## src/rtl/aclink_pkg.sv

```systemverilog
`timescale 1ns/1ps
package aclink_pkg;
  localparam int SLOT_W     = 20;
  localparam int TAG_W      = 16;
  localparam int NUM_SLOTS  = 12;
  localparam int FRAME_BITS = TAG_W + NUM_SLOTS * SLOT_W;
  localparam int CNT_W      = $clog2(FRAME_BITS);
  localparam int SEL_W      = $clog2(NUM_SLOTS + 1);
  localparam int BIT_W      = $clog2(SLOT_W);

  // slot numbers used by the payload map (slot 0 is the tag field)
  localparam int SLOT_CMD_ADDR = 1;
  localparam int SLOT_CMD_DATA = 2;
  localparam int SLOT_PCM_L    = 3;
  localparam int SLOT_PCM_R    = 4;
  localparam int SLOT_SPDIF_A  = 10;
  localparam int SLOT_SPDIF_B  = 11;

  typedef logic [SLOT_W-1:0] slot_t;
  typedef logic [CNT_W-1:0]  pos_t;
  typedef logic [SEL_W-1:0]  sel_t;
  typedef logic [BIT_W-1:0]  bidx_t;

  // which slot a frame position belongs to; 0 means the tag field
  function automatic sel_t slot_at(pos_t pos);
    int p;
    p = int'(pos);
    if (p < TAG_W) return '0;
    return sel_t'((p - TAG_W) / SLOT_W + 1);
  endfunction

  // bit index inside that slot, counting down so MSB goes first
  function automatic bidx_t bit_at(pos_t pos);
    int p;
    p = int'(pos);
    if (p < TAG_W) return bidx_t'(TAG_W - 1 - p);
    return bidx_t'(SLOT_W - 1 - ((p - TAG_W) % SLOT_W));
  endfunction

  // tag bit that reports a given slot number
  function automatic int tag_bit_for(int slot);
    return TAG_W - 1 - slot;
  endfunction

  // place a narrower sample at the top of a slot
  function automatic slot_t justify(slot_t raw, int width);
    return raw << (SLOT_W - width);
  endfunction
endpackage

```

## src/rtl/aclink_frame_timer.sv

```systemverilog
`timescale 1ns/1ps
module aclink_frame_timer
  import aclink_pkg::*;
(
  input  logic clk,
  input  logic rst_n,
  output pos_t cnt_o,
  output logic frame_start_o,
  output logic sync_o
);
  pos_t cnt_q;
  logic sync_q;

  always_ff @(posedge clk or negedge rst_n) begin
    if (!rst_n) begin
      cnt_q  <= '0;
      sync_q <= 1'b0;
    end else begin
      cnt_q  <= (cnt_q == pos_t'(FRAME_BITS - 1)) ? '0 : cnt_q + 1'b1;
      sync_q <= int'(cnt_q) < TAG_W;
    end
  end

  assign cnt_o         = cnt_q;
  assign frame_start_o = (cnt_q == '0);
  assign sync_o        = sync_q;

  // marker rises one edge into the frame and falls after 16 clocks
  p_sync_rise_r2: assert property (@(posedge clk) disable iff (!rst_n)
    $rose(sync_q) |-> cnt_q == pos_t'(1));
  p_sync_fall_r2: assert property (@(posedge clk) disable iff (!rst_n)
    $fell(sync_q) |-> cnt_q == pos_t'(TAG_W + 1));
endmodule

```

## src/rtl/aclink_slot_shadow.sv

```systemverilog
`timescale 1ns/1ps
module aclink_slot_shadow
  import aclink_pkg::*;
(
  input  logic                             clk,
  input  logic                             rst_n,
  input  logic                             capture_i,
  input  logic [NUM_SLOTS-1:0][SLOT_W-1:0] raw_i,
  input  logic [NUM_SLOTS-1:0]             vld_i,
  output logic [TAG_W-1:0]                 tag_o,
  output logic [NUM_SLOTS-1:0][SLOT_W-1:0] slot_o
);
  localparam int SPARE_W = TAG_W - 1 - NUM_SLOTS;

  logic [NUM_SLOTS-1:0][SLOT_W-1:0] gated;
  logic [TAG_W-1:0]                 tag_next;

  assign tag_next[TAG_W-1]     = |vld_i;
  assign tag_next[SPARE_W-1:0] = '0;

  for (genvar g = 0; g < NUM_SLOTS; g++) begin : g_slot
    assign gated[g]                      = vld_i[g] ? raw_i[g] : '0;
    assign tag_next[tag_bit_for(g + 1)]  = vld_i[g];

    // a slot whose tag bit is clear holds nothing but zeros
    p_invalid_zero_r5: assert property (@(posedge clk) disable iff (!rst_n)
      !tag_o[tag_bit_for(g + 1)] |-> slot_o[g] == '0);
  end

  always_ff @(posedge clk or negedge rst_n) begin
    if (!rst_n) begin
      tag_o  <= '0;
      slot_o <= '0;
    end else if (capture_i) begin
      tag_o  <= tag_next;
      slot_o <= gated;
    end
  end

  // frame-valid bit agrees with the per-slot tag bits
  p_frame_valid_r3: assert property (@(posedge clk) disable iff (!rst_n)
    tag_o[TAG_W-1] == (|tag_o[TAG_W-2:SPARE_W]));
  // the shadow only moves on a capture edge
  p_shadow_hold_r8: assert property (@(posedge clk) disable iff (!rst_n)
    !capture_i |=> $stable(slot_o) && $stable(tag_o));
endmodule

```

## src/rtl/aclink_bit_mux.sv

```systemverilog
`timescale 1ns/1ps
module aclink_bit_mux
  import aclink_pkg::*;
(
  input  logic                             clk,
  input  logic                             rst_n,
  input  pos_t                             cnt_i,
  input  logic [TAG_W-1:0]                 tag_i,
  input  logic [NUM_SLOTS-1:0][SLOT_W-1:0] slot_i,
  output logic                             sdata_o
);
  pos_t  pos;
  sel_t  slot_n;
  bidx_t bit_n;
  sel_t  slot_idx;
  logic  bit_now;

  // one position behind the counter: data trails the marker by a clock
  always_comb begin
    pos      = (cnt_i == '0) ? pos_t'(FRAME_BITS - 1) : cnt_i - 1'b1;
    slot_n   = slot_at(pos);
    bit_n    = bit_at(pos);
    slot_idx = slot_n - 1'b1;
    if (slot_n == '0) bit_now = tag_i[bit_n[$clog2(TAG_W)-1:0]];
    else              bit_now = slot_i[slot_idx][bit_n];
  end

  always_ff @(posedge clk or negedge rst_n) begin
    if (!rst_n) sdata_o <= 1'b0;
    else        sdata_o <= bit_now;
  end
endmodule

```

## src/rtl/aclink_out_framer.sv

```systemverilog
`timescale 1ns/1ps
module aclink_out_framer
  import aclink_pkg::*;
#(
  parameter int SAMPLE_W = 18
) (
  input  logic                bit_clk,
  input  logic                rst_n,
  input  logic [SLOT_W-1:0]   cmd_addr_i,
  input  logic                cmd_addr_vld_i,
  input  logic [SLOT_W-1:0]   cmd_data_i,
  input  logic                cmd_data_vld_i,
  input  logic [SAMPLE_W-1:0] pcm_left_i,
  input  logic                pcm_left_vld_i,
  input  logic [SAMPLE_W-1:0] pcm_right_i,
  input  logic                pcm_right_vld_i,
  input  logic [SLOT_W-1:0]   spdif_a_i,
  input  logic                spdif_a_vld_i,
  input  logic [SLOT_W-1:0]   spdif_b_i,
  input  logic                spdif_b_vld_i,
  output logic                sync_o,
  output logic                sdata_o
);
  logic [NUM_SLOTS-1:0][SLOT_W-1:0] raw;
  logic [NUM_SLOTS-1:0]             vld;
  logic [NUM_SLOTS-1:0][SLOT_W-1:0] shadow_slots;
  logic [TAG_W-1:0]                 shadow_tag;
  pos_t                             frame_pos;
  logic                             frame_start;

  // payload map, one branch per slot number
  for (genvar s = 1; s <= NUM_SLOTS; s++) begin : g_map
    if (s == SLOT_CMD_ADDR) begin : g_addr
      assign raw[s-1] = cmd_addr_i;
      assign vld[s-1] = cmd_addr_vld_i;
    end else if (s == SLOT_CMD_DATA) begin : g_data
      assign raw[s-1] = cmd_data_i;
      assign vld[s-1] = cmd_data_vld_i;
    end else if (s == SLOT_PCM_L) begin : g_pcm_l
      assign raw[s-1] = justify(slot_t'(pcm_left_i), SAMPLE_W);
      assign vld[s-1] = pcm_left_vld_i;
    end else if (s == SLOT_PCM_R) begin : g_pcm_r
      assign raw[s-1] = justify(slot_t'(pcm_right_i), SAMPLE_W);
      assign vld[s-1] = pcm_right_vld_i;
    end else if (s == SLOT_SPDIF_A) begin : g_spa
      assign raw[s-1] = spdif_a_i;
      assign vld[s-1] = spdif_a_vld_i;
    end else if (s == SLOT_SPDIF_B) begin : g_spb
      assign raw[s-1] = spdif_b_i;
      assign vld[s-1] = spdif_b_vld_i;
    end else begin : g_unused
      assign raw[s-1] = '0;
      assign vld[s-1] = 1'b0;
      // unmapped slots never get tagged
      p_unused_slot_r4: assert property (@(posedge bit_clk) disable iff (!rst_n)
        !shadow_tag[tag_bit_for(s)]);
    end
  end

  aclink_frame_timer u_timer (
    .clk           (bit_clk),
    .rst_n         (rst_n),
    .cnt_o         (frame_pos),
    .frame_start_o (frame_start),
    .sync_o        (sync_o)
  );

  aclink_slot_shadow u_shadow (
    .clk       (bit_clk),
    .rst_n     (rst_n),
    .capture_i (frame_start),
    .raw_i     (raw),
    .vld_i     (vld),
    .tag_o     (shadow_tag),
    .slot_o    (shadow_slots)
  );

  aclink_bit_mux u_mux (
    .clk     (bit_clk),
    .rst_n   (rst_n),
    .cnt_i   (frame_pos),
    .tag_i   (shadow_tag),
    .slot_i  (shadow_slots),
    .sdata_o (sdata_o)
  );

  // the first bit after the marker rises is the frame-valid tag bit
  p_lag_first_tag_r7: assert property (@(posedge bit_clk) disable iff (!rst_n)
    $rose(sync_o) |=> sdata_o == shadow_tag[TAG_W-1]);
  // spare tag bits stay low
  p_spare_tag_r3: assert property (@(posedge bit_clk) disable iff (!rst_n)
    shadow_tag[TAG_W-2-NUM_SLOTS:0] == '0);
endmodule

```

## config.mk

```make
export PLATFORM = sky130hd
export DESIGN_NAME = aclink_out_framer
export DESIGN_NICKNAME = d
export VERILOG_FILES = /design/src/rtl/aclink_pkg.sv /design/src/rtl/aclink_frame_timer.sv /design/src/rtl/aclink_slot_shadow.sv /design/src/rtl/aclink_bit_mux.sv /design/src/rtl/aclink_out_framer.sv
export SDC_FILE = /design/constraint.sdc
export NUM_CORES = 1
export LEC_CHECK = 0
export BUFFER_PORTS_ARGS = -buffer_cell sky130_fd_sc_hd__buf_2
export CAP_MARGIN = 40
export CORE_UTILIZATION = 40
export CTS_CLUSTER_DIAMETER = 30
export DETAILED_ROUTE_END_ITERATION = 12
export REMOVE_ABC_BUFFERS = 1
export SLEW_MARGIN = 0
export SYNTH_ARGS = -nofsm -noshare
export SYNTH_HDL_FRONTEND = slang
export SYNTH_SLANG_ARGS = --single-unit
export TNS_END_PERCENT = 30
```

## constraint.sdc

```tcl
create_clock -name bit_clk -period 7.81 [get_ports bit_clk]
set_input_delay 1.562 -clock bit_clk [delete_from_list [all_inputs] [get_ports bit_clk]]
set_output_delay 1.562 -clock bit_clk [all_outputs]
set_load 0.05 [all_outputs]
```

==> metrics <==
CP Capture Type=flip-flop; Core Box Area=around 19000 µm²; synthesized instance count=909; number of slew-limit violations in the final report=0; n_diodes=0; initial antenna violation count=0; largest net degree at the start of global routing=88; RSZ-0062 raised after global routing=false; number of global-route vias before repair=approximately 6.4k; Slew headroom=56.1%; Pre-antenna DRT Iters=5; final core utilization=about half; top_reg_cell synth=dfrtp_1; Distinct cells, synth=80; fin cells=1268; ys async rst share=100%; Final WS setup=0.695 ns; Clk Latency, worst-skew pair=approximately 0.42 ns; cell leakage power=0.00418 µW; Worst Setup SP=u_timer.cnt_o[0]; die extent in y=between 100 and 150 µm; overall die area=20100 µm²; Min Hold Slack=0.477 ns; Fillers=roughly 1.9k; worst-path fanout max=21; WL final=just over 20000 µm; routability cong.=around 0.87; global route overflow=0; Setup Buffers After CTS=0; top-count cell post-synth=nand2_1; first-pass GRT wire length=roughly 34000 µm; port bufs=125; top area cells in the synthesized netlist=dfrtp_1 43%, nand2_1 14%, o21ai_0 8.7%; max cap viols=0; clk_skew=0.0107 ns; share of cells above drive strength 1=22.2%; Post-synth top cells=284 x nand2_1, 135 x o21ai_0, 133 x dfrtp_1; reg-to-reg critical path startpoint=u_timer.cnt_o[0]; hold buffers post-CTS=0; Clock transition at path regs=0.06 ns; CTS resizes=0; CTS tree=yes; Routed WL per cell=16.3 µm; Synth area leader=dfrtp_1; fmax=141 MHz; Initial Util=roughly two fifths; CTS root buffer=clkbuf_16; setup violators final=0; clock buffer depth=2; outcome=complete, no violations; slack of the worst reg-to-reg path=0.69 ns; Final ANT Viol Nets=0; total power draw=1780 µW; critical path arrival=around 7.5 ns; kind of critical path=flip-flop to flip-flop; Final Hold Viols=0; final worst-path cycle share=91.1%; All-Layer GR Usage=21.9%; CTS buffer count=17; GR Layer Usage met1=31.8%; IO Pins=126; Rows=50; via density per instance=5.28; startpoint type of the worst setup path=flip-flop; Critical Path End=u_mux.sdata_o; Cell Area, Synth=between 7000 and 8000 µm²; Die W=142 µm; worst reg2reg endpoint=u_mux.sdata_o; min cycle time layout=roughly 7 ns; drt drc=0; Worst EP required=8.16 ns; Peak supply drop=roughly 140 µV; DRT iter0 DRCs=between 400 and 500; reg2reg path depth=27; # clock sinks=133; register area share after synthesis=a little over two fifths; synth warn=0; Worst Hold Class=flip-flop to flip-flop; dpl ws=0.710 ns; Final Net Count=between 1k and 1.5k; met3 usage=4.25%; CTS H-tree depth=4; met2 Use GR=between 30% and 40%; Synth top area share=roughly 43%; #FFs+latches synth=133; P per Cell Area=192 nW/µm²; GR peak layer=met2; area added between synthesis and finish=19.2%; Avg Cell Area, Syn=8.58 µm²; Vias=6694; EDFF count, synth=0; worst slew pin tran=0.658 ns; dpl hpwl=14500 µm; placed instance count=1236
worst min-delay path by stage:
stage / start / to / slack, ns / depth (start not counted)
after floorplan: u_shadow.slot_o[206] / u_shadow.slot_o[206] / 0.44 / 2
final: u_shadow.slot_o[54] / u_shadow.slot_o[54] / 0.48 / 2
after global placement: u_shadow.slot_o[5] / u_shadow.slot_o[5] / 0.46 / 2
after CTS: u_shadow.slot_o[54] / u_shadow.slot_o[54] / 0.48 / 2
after global routing: u_shadow.slot_o[17] / u_shadow.slot_o[17] / 0.50 / 2
after detailed placement: u_shadow.slot_o[77] / u_shadow.slot_o[77] / 0.47 / 2
critical path, stage by stage, from the launching register on:
cell,delay [ns]
dfrtp_1,0.51
inv_1,0.16
ha_1,0.45
nand2_1,0.12
xor2_1,0.27
ha_1,0.32
inv_1,0.13
a31o_2,0.32
or3_1,0.40
and2_0,0.34
o2111a_1,0.31
a31oi_1,0.31
nand3_4,0.17
inv_4,0.14
ha_1,0.26
nor2_1,0.11
a21oi_1,0.05
ha_1,0.20
xnor2_1,0.24
xnor2_2,0.14
or3_4,0.35
a311o_1,0.47
and2_4,0.31
a2111oi_0,0.48
a22oi_1,0.14
nand4_1,0.12
a32oi_1,0.06
o21ai_1,0.15
state kept, by name, summed over array words and instances, names as in the netlist:
register         cells
u_mux.sdata_o        1
u_shadow.slot_o    116
u_shadow.tag_o       7
u_timer.cnt_o        8
u_timer.sync_o       1
logic make-up (layout without fill, tap and decap cells):
group                      Yosys count  in the layout  share of synthesized area (%)
buffers and inverters               82            181                           4.48
adders and majority gates           11             11                           1.75
and+or+nand+nor                    385            385                           21.2
AOI/OAI and AO/OA                  234            234                           18.5
DFF                                133            133                           42.7
muxes                               37             37                           8.22
xor gates and xnor gates            27             27                           3.13
layout by cell type (no fill, tap or decap), types with 5 or more instances in the layout:
cell       instances
and2_1             5
mux2i_1            7
o22ai_1            6
mux2_2             8
nor3_1             8
buf_4              9
mux4_2            20
nand3_1           10
a211oi_1           9
inv_1             11
o21ai_0          135
ha_1               9
xnor2_1           19
nand4_1            8
nand2_1          284
buf_2            124
xor2_1             7
nor2_1            34
a31oi_1           12
a21oi_1           19
bufinv_16          6
dfrtp_1          133
clkbuf_16         17
through the flow:
stage	cell area, µm²	setup TNS (ns)
floorplan	7490	-4.00
global placement	8540	0
detailed placement	8610	0
CTS	9290	0
global route	9290	0
finish	9290	0
power by group:
group	total [µW]	internal (µW)	leakage, µW	switching [µW]
logic	118	52.6	0.00215	65.1
registers	741	722	0.00170	19.0
clock network	926	618	0.000332	308
total	1780	1390	0.00418	392
routing by layer:
layer,wire (µm),up-vias
met2,9390,138
met3,769,21
met5,0,-
met1,10200,3191
met4,251,0
li1,-,3344
layout make-up:
class	count	area, µm²	share of cell area (%)
clock inverter	11	220	2.37
tap	260	325	3.50
multi-input combinational	694	4140	44.5
timing repair buffer	137	774	8.34
clock buffer	21	460	4.96
sequential	133	3330	35.8
inverter	12	47.5	0.512
Power figures use the tool's default switching activity.
